`src/rtl/codec_seq_pkg.sv`:
```
// Package: shared types for the indirect codec register sequencer.
// Assumes nothing beyond standard SystemVerilog.
package codec_seq_pkg;
    typedef enum logic [2:0] {
        ST_IDLE = 3'd0,
        ST_CMD  = 3'd1,
        ST_DAT1 = 3'd2,
        ST_DAT2 = 3'd3,
        ST_DONE = 3'd4
    } seq_state_t;

    localparam int DATA_BYTES = 2;
endpackage

```
`src/rtl/ireg_ack_timer.sv`:
```
// Module: ireg_ack_timer
// Counts cycles that a direct access waits for its acknowledge.
// Asserts expired in the LIMIT-th waiting cycle of one access.
// Assumes armed stays high across back-to-back accesses; ack restarts the count.
module ireg_ack_timer #(
    parameter int LIMIT = 64
) (
    input  logic clk,
    input  logic rst_n,
    input  logic armed,
    input  logic ack,
    output logic expired
);
    localparam int CW = $clog2(LIMIT + 1);

    logic [CW-1:0] cnt;

    // Wait-cycle counter, cleared whenever no access is waiting.
    always_ff @(posedge clk) begin
        if (!rst_n) begin
            cnt <= '0;
        end else if (!armed || ack || expired) begin
            cnt <= '0;
        end else begin
            cnt <= cnt + 1'b1;
        end
    end

    // Expiry decode for the final allowed wait cycle.
    always_comb begin
        expired = armed && !ack && (cnt == CW'(LIMIT - 1));
    end


    cnt_below_limit_chk: assert property (@(posedge clk) disable iff (!rst_n)
        cnt < CW'(LIMIT));
endmodule

```
`src/rtl/ireg_lane_map.sv`:
```
// Module: ireg_lane_map
// Maps a direct-register index and byte onto the 32-bit codec port,
// according to the bus-variant strap. Purely combinational.
// Assumes lane_mode is static while a sequence runs.
module ireg_lane_map #(
    parameter int DIR_W        = 2,
    parameter int SHIFT_NARROW = 6,
    parameter int SHIFT_WIDE   = 2,
    parameter int ADDR_W       = DIR_W + SHIFT_NARROW
) (
    input  logic              lane_mode,
    input  logic [DIR_W-1:0]  dir_idx,
    input  logic [7:0]        byte_out,
    input  logic [31:0]       port_rdata,
    output logic [ADDR_W-1:0] port_addr,
    output logic [31:0]       port_wdata,
    output logic [7:0]        byte_in
);
    localparam int LANE_NARROW = 0;
    localparam int LANE_WIDE   = 8;

    logic [ADDR_W-1:0] idx_ext;

    // Widen the index before scaling.
    always_comb begin
        idx_ext = ADDR_W'(dir_idx);
    end

    // Address scaling and byte-lane placement per strap.
    always_comb begin
        if (lane_mode) begin
            port_addr  = idx_ext << SHIFT_WIDE;
            port_wdata = 32'(byte_out) << LANE_WIDE;
            byte_in    = port_rdata[LANE_WIDE +: 8];
        end else begin
            port_addr  = idx_ext << SHIFT_NARROW;
            port_wdata = 32'(byte_out) << LANE_NARROW;
            byte_in    = port_rdata[LANE_NARROW +: 8];
        end
    end
endmodule

```
`src/rtl/ireg_seq_fsm.sv`:
```
// Module: ireg_seq_fsm
// Steps one host request through command write, one or two data
// transfers, and a done cycle. Wide writes send the low byte first.
// Wide reads place the first byte returned in the high half.
// Assumes the timer raises expired only while an access is waiting.
module ireg_seq_fsm
    import codec_seq_pkg::*;
#(
    parameter int REG_W    = 8,
    parameter int DIR_W    = 2,
    parameter int CMD_IDX  = 0,
    parameter int DATA_IDX = 1
) (
    input  logic             clk,
    input  logic             rst_n,
    input  logic             req_valid,
    input  logic [REG_W-1:0] req_reg,
    input  logic [15:0]      req_wdata,
    input  logic             req_wide,
    input  logic             req_write,
    output logic             req_ready,
    output logic             rsp_done,
    output logic [15:0]      rsp_rdata,
    output logic             rsp_err,
    output logic [DIR_W-1:0] acc_idx,
    output logic [7:0]       acc_byte,
    output logic             acc_we,
    output logic             acc_strobe,
    input  logic             acc_ack,
    input  logic [7:0]       acc_rbyte,
    input  logic             expired
);
    seq_state_t       state;
    logic [REG_W-1:0] reg_q;
    logic [15:0]      wdata_q;
    logic             wide_q;
    logic             write_q;
    logic [15:0]      rdata_q;
    logic             err_q;

    // Sequencer state and request capture.
    always_ff @(posedge clk) begin
        if (!rst_n) begin
            state   <= ST_IDLE;
            reg_q   <= '0;
            wdata_q <= '0;
            wide_q  <= 1'b0;
            write_q <= 1'b0;
            rdata_q <= '0;
            err_q   <= 1'b0;
        end else begin
            case (state)
                ST_IDLE: begin
                    if (req_valid) begin
                        reg_q   <= req_reg;
                        wdata_q <= req_wdata;
                        wide_q  <= req_wide;
                        write_q <= req_write;
                        rdata_q <= '0;
                        err_q   <= 1'b0;
                        state   <= ST_CMD;
                    end
                end
                ST_CMD: begin
                    if (acc_ack) begin
                        state <= ST_DAT1;
                    end else if (expired) begin
                        err_q <= 1'b1;
                        state <= ST_DONE;
                    end
                end
                ST_DAT1: begin
                    if (acc_ack) begin
                        if (!write_q) begin
                            if (wide_q) rdata_q[15:8] <= acc_rbyte;
                            else        rdata_q[7:0]  <= acc_rbyte;
                        end
                        state <= wide_q ? ST_DAT2 : ST_DONE;
                    end else if (expired) begin
                        err_q <= 1'b1;
                        state <= ST_DONE;
                    end
                end
                ST_DAT2: begin
                    if (acc_ack) begin
                        if (!write_q) rdata_q[7:0] <= acc_rbyte;
                        state <= ST_DONE;
                    end else if (expired) begin
                        err_q <= 1'b1;
                        state <= ST_DONE;
                    end
                end
                ST_DONE: state <= ST_IDLE;
                default: state <= ST_IDLE;
            endcase
        end
    end

    // Direct-access request fields for the current step.
    always_comb begin
        acc_strobe = (state == ST_CMD) || (state == ST_DAT1) || (state == ST_DAT2);
        acc_idx    = (state == ST_CMD) ? DIR_W'(CMD_IDX) : DIR_W'(DATA_IDX);
        acc_we     = (state == ST_CMD) || write_q;
        case (state)
            ST_CMD:  acc_byte = 8'(reg_q);
            ST_DAT1: acc_byte = wdata_q[7:0];
            ST_DAT2: acc_byte = wdata_q[15:8];
            default: acc_byte = 8'h00;
        endcase
    end

    // Host-side handshake and response.
    always_comb begin
        req_ready = (state == ST_IDLE);
        rsp_done  = (state == ST_DONE);
        rsp_rdata = rdata_q;
        rsp_err   = err_q;
    end


    done_pulse_chk: assert property (@(posedge clk) disable iff (!rst_n)
        rsp_done |=> (!rsp_done && req_ready));
endmodule

```
`src/rtl/codec_ireg_seq.sv`:
```
// Module: codec_ireg_seq (top)
// Turns host 8/16-bit indirect register requests into direct accesses on
// a codec's command/data register pair, with acknowledge wait and timeout.
// Assumes lane_mode is a static strap and REG_W is at most 8.
module codec_ireg_seq #(
    parameter int REG_W        = 8,
    parameter int DIR_W        = 2,
    parameter int CMD_IDX      = 0,
    parameter int DATA_IDX     = 1,
    parameter int SHIFT_NARROW = 6,
    parameter int SHIFT_WIDE   = 2,
    parameter int TIMEOUT      = 64,
    parameter int ADDR_W       = DIR_W + SHIFT_NARROW
) (
    input  logic              clk,
    input  logic              rst_n,
    input  logic              lane_mode,
    input  logic              req_valid,
    output logic              req_ready,
    input  logic [REG_W-1:0]  req_reg,
    input  logic [15:0]       req_wdata,
    input  logic              req_wide,
    input  logic              req_write,
    output logic              rsp_done,
    output logic [15:0]       rsp_rdata,
    output logic              rsp_err,
    output logic [ADDR_W-1:0] bus_addr,
    output logic [31:0]       bus_wdata,
    input  logic [31:0]       bus_rdata,
    output logic              bus_we,
    output logic              bus_strobe,
    input  logic              bus_ack
);
    logic [DIR_W-1:0] acc_idx;
    logic [7:0]       acc_byte;
    logic [7:0]       acc_rbyte;
    logic             expired;

    ireg_seq_fsm #(
        .REG_W(REG_W), .DIR_W(DIR_W), .CMD_IDX(CMD_IDX), .DATA_IDX(DATA_IDX)
    ) u_fsm (
        .clk(clk), .rst_n(rst_n),
        .req_valid(req_valid), .req_reg(req_reg), .req_wdata(req_wdata),
        .req_wide(req_wide), .req_write(req_write), .req_ready(req_ready),
        .rsp_done(rsp_done), .rsp_rdata(rsp_rdata), .rsp_err(rsp_err),
        .acc_idx(acc_idx), .acc_byte(acc_byte), .acc_we(bus_we),
        .acc_strobe(bus_strobe), .acc_ack(bus_ack), .acc_rbyte(acc_rbyte),
        .expired(expired)
    );

    ireg_lane_map #(
        .DIR_W(DIR_W), .SHIFT_NARROW(SHIFT_NARROW), .SHIFT_WIDE(SHIFT_WIDE),
        .ADDR_W(ADDR_W)
    ) u_map (
        .lane_mode(lane_mode), .dir_idx(acc_idx), .byte_out(acc_byte),
        .port_rdata(bus_rdata), .port_addr(bus_addr), .port_wdata(bus_wdata),
        .byte_in(acc_rbyte)
    );

    ireg_ack_timer #(.LIMIT(TIMEOUT)) u_timer (
        .clk(clk), .rst_n(rst_n), .armed(bus_strobe), .ack(bus_ack),
        .expired(expired)
    );


    first_access_write_chk: assert property (@(posedge clk) disable iff (!rst_n)
        $rose(bus_strobe) |-> bus_we);


    strobe_hold_chk: assert property (@(posedge clk) disable iff (!rst_n)
        (bus_strobe && !bus_ack && !expired) |=> (bus_strobe && $stable(bus_addr)));


    idle_quiet_chk: assert property (@(posedge clk) disable iff (!rst_n)
        req_ready |-> !bus_strobe);


    err_with_done_chk: assert property (@(posedge clk) disable iff (!rst_n)
        $rose(rsp_err) |-> rsp_done);
endmodule

```
`config.mk`:
```
export PLATFORM = sky130hd
export DESIGN_NAME = codec_ireg_seq
export DESIGN_NICKNAME = d
export VERILOG_FILES = /design/src/rtl/codec_seq_pkg.sv /design/src/rtl/ireg_ack_timer.sv /design/src/rtl/ireg_lane_map.sv /design/src/rtl/ireg_seq_fsm.sv /design/src/rtl/codec_ireg_seq.sv
export SDC_FILE = /design/constraint.sdc
export NUM_CORES = 1
export LEC_CHECK = 0
export ABC_AREA = 1
export BUFFER_PORTS_ARGS = -buffer_cell sky130_fd_sc_hd__buf_2
export CORE_ASPECT_RATIO = 0.7
export CORE_MARGIN = 4
export CORE_UTILIZATION = 35
export DETAILED_ROUTE_END_ITERATION = 6
export GPL_ROUTABILITY_DRIVEN = 1
export PLACE_DENSITY = 0.61
export SYNTH_ARGS = -nofsm -noshare
export SYNTH_HDL_FRONTEND = slang
export SYNTH_SLANG_ARGS = --single-unit
```
`constraint.sdc`:
```
create_clock -name clk -period 3.21 [get_ports clk]
set_input_delay 0.642 -clock clk [delete_from_list [all_inputs] [get_ports clk]]
set_output_delay 0.642 -clock clk [all_outputs]
set_load 0.05 [all_outputs]
```
==> metrics.txt, run 1 <==
vias=2,687; crit share post-route=between 80 and 90%; commonest non-fill, non-tap cells in the layout=107 x nand2_1, 85 x buf_2, 53 x dfxtp_1; worst reg2reg startpoint=u_fsm.state[1]; pre-CTS WS=0.710 ns; register area share after synthesis=between 30% and 40%; Worst Path Class, Setup=flop to output pin; Vias per Instance=approximately 4.6; IO Count=~120; cell at the root of the clock tree=clkbuf_16; fmax=0.355 GHz; Worst Skew=about 0.0070 ns; Max Transition Viols Final=0; leading cell type in the layout, fill and taps excluded=nand2_1; Worst path max stage delay=~0.56 ns; worst path cell trace=inv_2 -> nor3_2 -> nand2_1 -> o221ai_1 -> nand2_1 -> inv_1 -> buf_2; synth unique cells=31; Tot Pwr=1.98 mW; Routed WL=between 7000 and 8000 um; total grt overflow=0; relative max-transition margin=roughly three fifths; std cell rows=26; Nets=about 550; largest net degree at the start of global routing=between 40 and 50; Critical Path AT=~2.2 ns; Clock Pin Slew Worst Setup and Hold Paths=0.07 ns; CP max-delay cell=dfxtp_1; CTS Buf Count=5; P per Cell Area=between 500 and 600 nW/um^2; Leakage=1.76 nW; die width=~110 um; TNS Setup=0 ns; GPL Wtd Cong=between 0.8 and 0.9; Final ANT Viol Nets=0; peak fanout along the critical path=10; final setup fails=0; Fin. Hold Viols=0; Mapped Area=2800 um^2; Top delay family on crit path=simple AND/OR/NAND/NOR gates; Clock Path Buffers=2; Worst setup EP type=output pin; die height=82.8 um; share of layout cells above drive strength 1=between 20% and 30%; # Post-CTS Setup Buffers=0; # port buffers=85; Worst Hold Class=flop to flop; vias in the first global route=~2,400; Yosys reg bits=53; DRC=0; maximum VDD drop=approximately 0.00038 V; critical path data required time=2.57 ns; core area=between 7000 and 8000 um^2; CP bufs+invs=3; DR pass1 iterations=4; synth warn=0; Post-Synthesis Cells=408; Final Core Density=44.5%; initial core utilization=roughly 37%; Die Area=9500 um^2; Max-cap violations=0; global-route wire length before repair=about 11,000 um; cell mode on critical path=nand2_1; setup ws final=slightly below 0.4 ns; ys async rst share=0%; min-delay src=u_timer.cnt[0]; Setup crit start=u_fsm.state[0]; Worst Hold Slack=approximately 0.45 ns; clock sink count=53; crit start category=flop; TritonCTS clock tree=built; Post-synth EDFFs=0; CTS resizes=0; status=finished clean; Area Growth Syn to Fin=19.7%; drt wl/cell=12.1 um; RSZ-0062 raised after global routing=false; clk_lat worst skew=approximately 0.29 ns; Period minus WS final=around 2.8 ns; H-tree depth=2; dominant synthesized flop cell=dfxtp_1; initial DRC count=about 170; GRT Util Overall=14.9%; initial antenna violation count=1; antenna diode count=0; HPWL after DPL=around 5600 um; syn avg cell area=6.85 um^2; hold_buf cts=0; Slew @ Worst Pin=0.624 ns
==> metal layers <==
layer	track usage [%]	vias up	routed length [um]
met4	3.87	2	57
met1	22.2	1188	3570
met2	21.3	84	2860
met3	3.55	7	594
met5	0	-	12
li1	-	1406	-
==> state kept, by name, summed over array words and instances (netlist names) <==
| name | count |
|---|---|
| u_fsm.rsp_rdata | 16 |
| u_fsm.wdata_q | 16 |
| u_fsm.reg_q | 8 |
| u_timer.cnt | 7 |
| u_fsm.state | 3 |
| u_fsm.rsp_err | 1 |
| u_fsm.wide_q | 1 |
| u_fsm.write_q | 1 |
==> worst reg2reg max path: cells and delay by family, from the launching register on <==
| kind | cells | cell delay, ns |
|---|---|---|
| buffers and inverters | 1 | 0.08 |
| DFF | 1 | 0.53 |
| and+or+nand+nor | 7 | 1.04 |
==> per-stage QoR <==
stage / instance area [um^2] / cells
after floorplan: 2870 / 429
after global placement: 3180 / 576
after detailed placement: 3180 / 576
after CTS: 3350 / 584
after global routing: 3350 / 584
final: 3350 / 584
==> cells in the mapped netlist, types with 3 or more instances <==
cell type	instances	area [um^2]
clkbuf_1	4	15.0
nand4_1	8	50.1
nor2_4	5	56.3
nand2_1	107	402
o221ai_1	8	70.1
buf_2	4	20.0
buf_4	26	195
o21ai_0	15	75.1
a21oi_1	28	140
nor3_1	4	20.0
inv_2	3	11.3
nor2_1	44	165
dfxtp_1	53	1060
nand2_2	5	31.3
o21ai_1	5	25.0
nand3_1	26	130
inv_1	44	165
==> worst paths after layout <==
path	depth (start not counted)	to	slack, ns
setup reg to reg	8	u_fsm.rsp_rdata[13]	1.49
hold / removal	1	u_timer.cnt[0]	0.45
setup / recovery	7	bus_wdata[1]	0.39
hold reg to reg	1	u_timer.cnt[0]	0.45
==> cell type report <==
| type | count | area, um^2 |
|---|---|---|
| Timing Repair Buffer | 87 | 440 |
| Clock buffer | 5 | 125 |
| Tap cell | 98 | 123 |
| Sequential cell | 53 | 1060 |
| Clock inverter | 3 | 43.8 |
| Inverter | 50 | 193 |
| Multi-Input combinational cell | 288 | 1360 |
| Fill cell | 810 | 4170 |
==> power by group <==
group	internal, mW	switching (mW)
combinational	0.147	0.456
clock	0.369	0.241
sequential	0.727	0.0370
total	1.24	0.734
==> cells by family after synthesis <==
family                   Yosys count  synth area share [%]
AO/OA/AOI/OAI                     58                  11.7
other                              1                 0.134
AND/OR/NAND/NOR                  205                  32.9
adder cells (fa/ha/maj)            1                 0.448
buffers and inverters             88                  16.2
XOR/XNOR                           2                 0.627
flip-flops                        53                  38.0
Power figures use the tool's default switching activity.
==> inputs of run 2 (changes only) <==
- clock period: 3.21 -> 2.66 ns (I/O delays scaled with it)
==> run 2 against run 1 <==
Final cell count rose by 0.17%; clock-buffer cell count is the same; hold slack better by 0.0035 ns; non-clock buffer count is 1 higher; total power grew 26%; via count shrank 0.56%; clock skew grew 0.0011 ns; die area is the same; sequential cell count is the same; critical path type unchanged; critical endpoint is now bus_wdata[14]; highest routed layer is now met4.
==> metrics.txt, run 2 (synthesis results as in run 1) <==
Max Transition Viols Final=0; Clock Pin Slew Worst Setup and Hold Paths=roughly 0.07 ns; Worst Hold Slack=about 0.45 ns; Clock Path Buffers=2; die height=approximately 83 um; register area=about 1100 um^2; global-route wire length before repair=~12,000 um; Nets=550; vias in the first global route=2,458; Area Growth Syn to Fin=21.1%; clk_lat worst skew=0.29 ns; core area=approximately 7500 um^2; Vias per Instance=4.57; Worst Hold Class=flop to flop; cell at the root of the clock tree=clkbuf_16; Period minus WS final=2.34 ns; TritonCTS clock tree=built; Routed WL=approximately 7100 um; peak fanout along the critical path=8; DP Cell Count=between 500 and 600; initial core utilization=between 30% and 40%; DRC=0; Multi-input gate area=roughly 1400 um^2; GPL Wtd Cong=just under 0.8; Worst path max stage delay=roughly 0.54 ns; Final Core Density=between 40 and 50%; die width=between 100 and 150 um; crit share post-route=88.1%; initial DRC count=151; antenna diode count=0; CTS Buf Count=5; Die Area=9500 um^2; HPWL after DPL=~5600 um; P per Cell Area=734 nW/um^2; Final ANT Viol Nets=0; crit start category=flop; status=finished clean; maximum VDD drop=0.000364 V; leading cell type in the layout, fill and taps excluded=nand2_1; drt wl/cell=12.2 um; final setup fails=0; Worst Path Class, Setup=flop to output pin; RSZ-0062 raised after global routing=false; setup ws final=0.317 ns; Layout fillers=~800; final non-filler cell total=slightly below 600; Worst Skew=0.00810 ns; Final Cell Area=between 3000 and 4000 um^2; critical path data required time=between 2 and 2.5 ns; pre-CTS WS=0.337 ns; # port buffers=85; initial antenna violation count=0; fmax=~0.43 GHz; clock sink count=53; Tot Pwr=~2.5 mW; share of layout cells above drive strength 1=24.4%; largest net degree at the start of global routing=46; CP max-delay cell=dfxtp_1; Worst setup EP type=output pin; total grt overflow=0; IO Count=~120; commonest non-fill, non-tap cells in the layout=107 x nand2_1, 85 x buf_2, 52 x dfxtp_1; Max-cap violations=0; Leakage=1.78 nW; hold_buf cts=0; DR pass1 iterations=4; Critical Path AT=around 1.8 ns; TNS Setup=0 ns; H-tree depth=2; DP Area=about 3200 um^2; worst path cell trace=inv_2 -> nor2_4 -> nand2_2 -> o221ai_1 -> nand2_1 -> inv_1 -> buf_2; vias=~2,700; std cell rows=26; GRT Util Overall=15.1%; Fin. Hold Viols=0
[run 2: routing by layer]
| layer | GRT usage, % | share of wire [%] | vias up |
|---|---|---|---|
| met3 | 3.70 | 8.0 | 4 |
| met2 | 22.7 | 41 | 83 |
| met4 | 3.17 | 0.48 | 0 |
| met1 | 21.8 | 51 | 1178 |
| li1 | - | - | 1407 |
| met5 | 0 | 0 | - |
[run 2: path summary, 6_finish.rpt]
| kind | from | endpoint | slack (ns) | cells past startpoint |
|---|---|---|---|---|
| max reg2reg | u_fsm.state[1] | u_fsm.rsp_rdata[10] | 0.98 | 9 |
| min reg2reg | u_timer.cnt[0] | u_timer.cnt[0] | 0.45 | 1 |
| min | u_timer.cnt[0] | u_timer.cnt[0] | 0.45 | 1 |
| max | u_fsm.state[1] | bus_wdata[14] | 0.32 | 7 |
[run 2: cell type report]
| cell class | instances | share of cell area (%) |
|---|---|---|
| Clock buffer | 5 | 3.70 |
| Clock inverter | 3 | 2.03 |
| Inverter | 50 | 5.69 |
| Multi-Input combinational cell | 288 | 40.3 |
| Sequential cell | 53 | 31.4 |
| Tap cell | 98 | 3.62 |
| Timing Repair Buffer | 88 | 13.2 |
[run 2: critical path: cells and delay by family (launching register included)]
kind,cells,cell delay [ns]
compound gates,1,0.26
buf+inv,3,0.39
flops,1,0.54
simple gates,3,0.32
[run 2: where the power goes]
part	total [mW]	internal, mW	switching [mW]
clock	0.831	0.542	0.289
sequential	0.921	0.877	0.0439
combinational	0.733	0.181	0.552
total	2.49	1.60	0.885
[run 2: timing repair]
item                       in CTS  in global routing
resized for setup               0                  2
setup endpoints to repair       0                 14
setup buffers                   0                  0
==> inputs of run 3 (changes only) <==
- CORE_MARGIN: 4 -> 10
==> run 3 against run 2 <==
Total power fell by 3.2%; combinational power rose by 0.5%; fmax fell by 1.2%; sequential power barely moved; largest power group unchanged.
==> metrics.txt, run 3 (synthesis results as in run 1) <==
status=finished clean; drt wl/cell=roughly 14 um; HPWL after DPL=6130 um; Slew @ Worst Pin=roughly 0.5 ns; share of layout cells above drive strength 1=between 20 and 25%; vias=between 2,000 and 3,000; Clock Path Buffers=2; core area=a little under 8000 um^2; Vias per Instance=roughly 4.6; P per Cell Area=715 nW/um^2; global-route wire length before repair=approximately 13,000 um; Clock Pin Slew Worst Setup and Hold Paths=0.07 ns; antenna diode count=0; Critical Path AT=1.84 ns; TNS Setup=0 ns; Hold Path Depth=2; H-tree depth=2; TritonCTS clock tree=built; peak fanout along the critical path=10; clk_lat worst skew=0.28 ns; final setup fails=0; cell at the root of the clock tree=clkbuf_16; Nets=549; DP Area=around 3200 um^2; maximum VDD drop=roughly 0.00030 V; register area=1060 um^2; commonest non-fill, non-tap cells in the layout=107 x nand2_1, 85 x buf_2, 51 x dfxtp_1; Routed WL=around 8000 um; Worst setup EP type=output pin; min-delay src=u_timer.cnt[6]; RSZ-0062 raised after global routing=false; std cell rows=27; Layout fillers=just over 800; GRT Util Overall=12.9%; Die Area=12,000 um^2; worst reg2reg startpoint=u_fsm.state[1]; setup ws final=~0.29 ns; FF-to-FF path depth=9; Multi-input gate area=around 1400 um^2; vias in the first global route=between 2,000 and 3,000; Final Cell Area=roughly 3400 um^2; pre-CTS WS=0.288 ns; Worst Hold Slack=about 0.45 ns; initial core utilization=about 36%; RR Endpoint=u_fsm.rsp_rdata[15]; Max Transition Viols Final=0; GPL Wtd Cong=0.815; DRC=0; initial antenna violation count=0; hold worst-path end=u_timer.cnt[6]; CTS Buf Count=5; Area Growth Syn to Fin=20.5%; Worst Hold Class=flop to flop; Worst Path Class, Setup=flop to output pin; # port buffers=85; hold_buf cts=0; crit share post-route=about nine tenths; Fin. Hold Viols=0; IO Count=124; Leakage=roughly 1.8 nW; initial DRC count=about 180; crit start category=flop; critical path data required time=approximately 2.1 ns; Worst Skew=0.00293 ns; die width=127 um; die height=94.8 um; Final ANT Viol Nets=0; r2r setup slk=about 1.0 ns; largest net degree at the start of global routing=46; DR pass1 iterations=4; Period minus WS final=between 2 and 2.5 ns; fmax=around 0.42 GHz; relative max-transition margin=roughly two thirds; clock sink count=53; total grt overflow=0; Max-cap violations=0; leading cell type in the layout, fill and taps excluded=nand2_1
==> run 3: layer usage <==
layer / vias up / global-route usage, % / share of wire [%]
met5: - / 0 / 0
met4: 0 / 2.93 / 0.90
met3: 7 / 3.81 / 6.2
met2: 66 / 21.6 / 46
met1: 1229 / 16.0 / 46
li1: 1402 / - / -
==> run 3: report_power, final <==
| group | total (mW) | internal [mW] | switching [mW] |
|---|---|---|---|
| logic | 0.737 | 0.179 | 0.558 |
| clock network | 0.747 | 0.470 | 0.277 |
| registers | 0.922 | 0.878 | 0.0444 |
| total | 2.41 | 1.53 | 0.879 |
==> run 3: repair_timing <==
action / in CTS / in global routing
setup endpoints to repair: 4 / 16
buffers inserted: 0 / 1
gates resized for setup: 1 / 3
pin swaps: 0 / 1
==> run 3: critical path, stage by stage, from the launching register on <==
cell and delay (ns):
dfxtp_2 0.46, inv_2 0.11, nor3_4 0.31, nand2_1 0.16
o221ai_1 0.13, nand2_1 0.08, inv_1 0.06, buf_2 0.25
==> run 3: worst max path at each step <==
stage	start	to	slack, ns	cells past startpoint
2_1_floorplan	u_fsm.state[2]	rsp_done	0.53	2
5_1_grt	u_fsm.state[0]	bus_wdata[7]	0.1	7
6_report	u_fsm.state[0]	bus_wdata[4]	0.29	7
3_5_place_dp	lane_mode	bus_wdata[7]	0.29	5
4_1_cts	u_fsm.state[1]	bus_wdata[13]	0.03	7
3_3_place_gp	u_fsm.state[0]	bus_wdata[7]	0.31	7
==> run 3: metrics by stage <==
stage,utilization [%],power (mW),cells
3_5_place_dp,40.7,1.67,578
4_1_cts,43.0,2.42,586
5_1_grt,43.1,2.53,587
2_1_floorplan,-,1.54,429
6_report,43.1,2.41,587
3_3_place_gp,40.7,1.66,578
==> run 3: final cells by class <==
type | instances | share of cell area (%)
multi-input cells | 288 | 40.7
flip-flops and latches | 53 | 31.6
clock inverters | 1 | 0.892
inverters | 50 | 5.72
repair buffers | 87 | 13.1
clock buffers | 7 | 4.24
well taps | 101 | 3.75
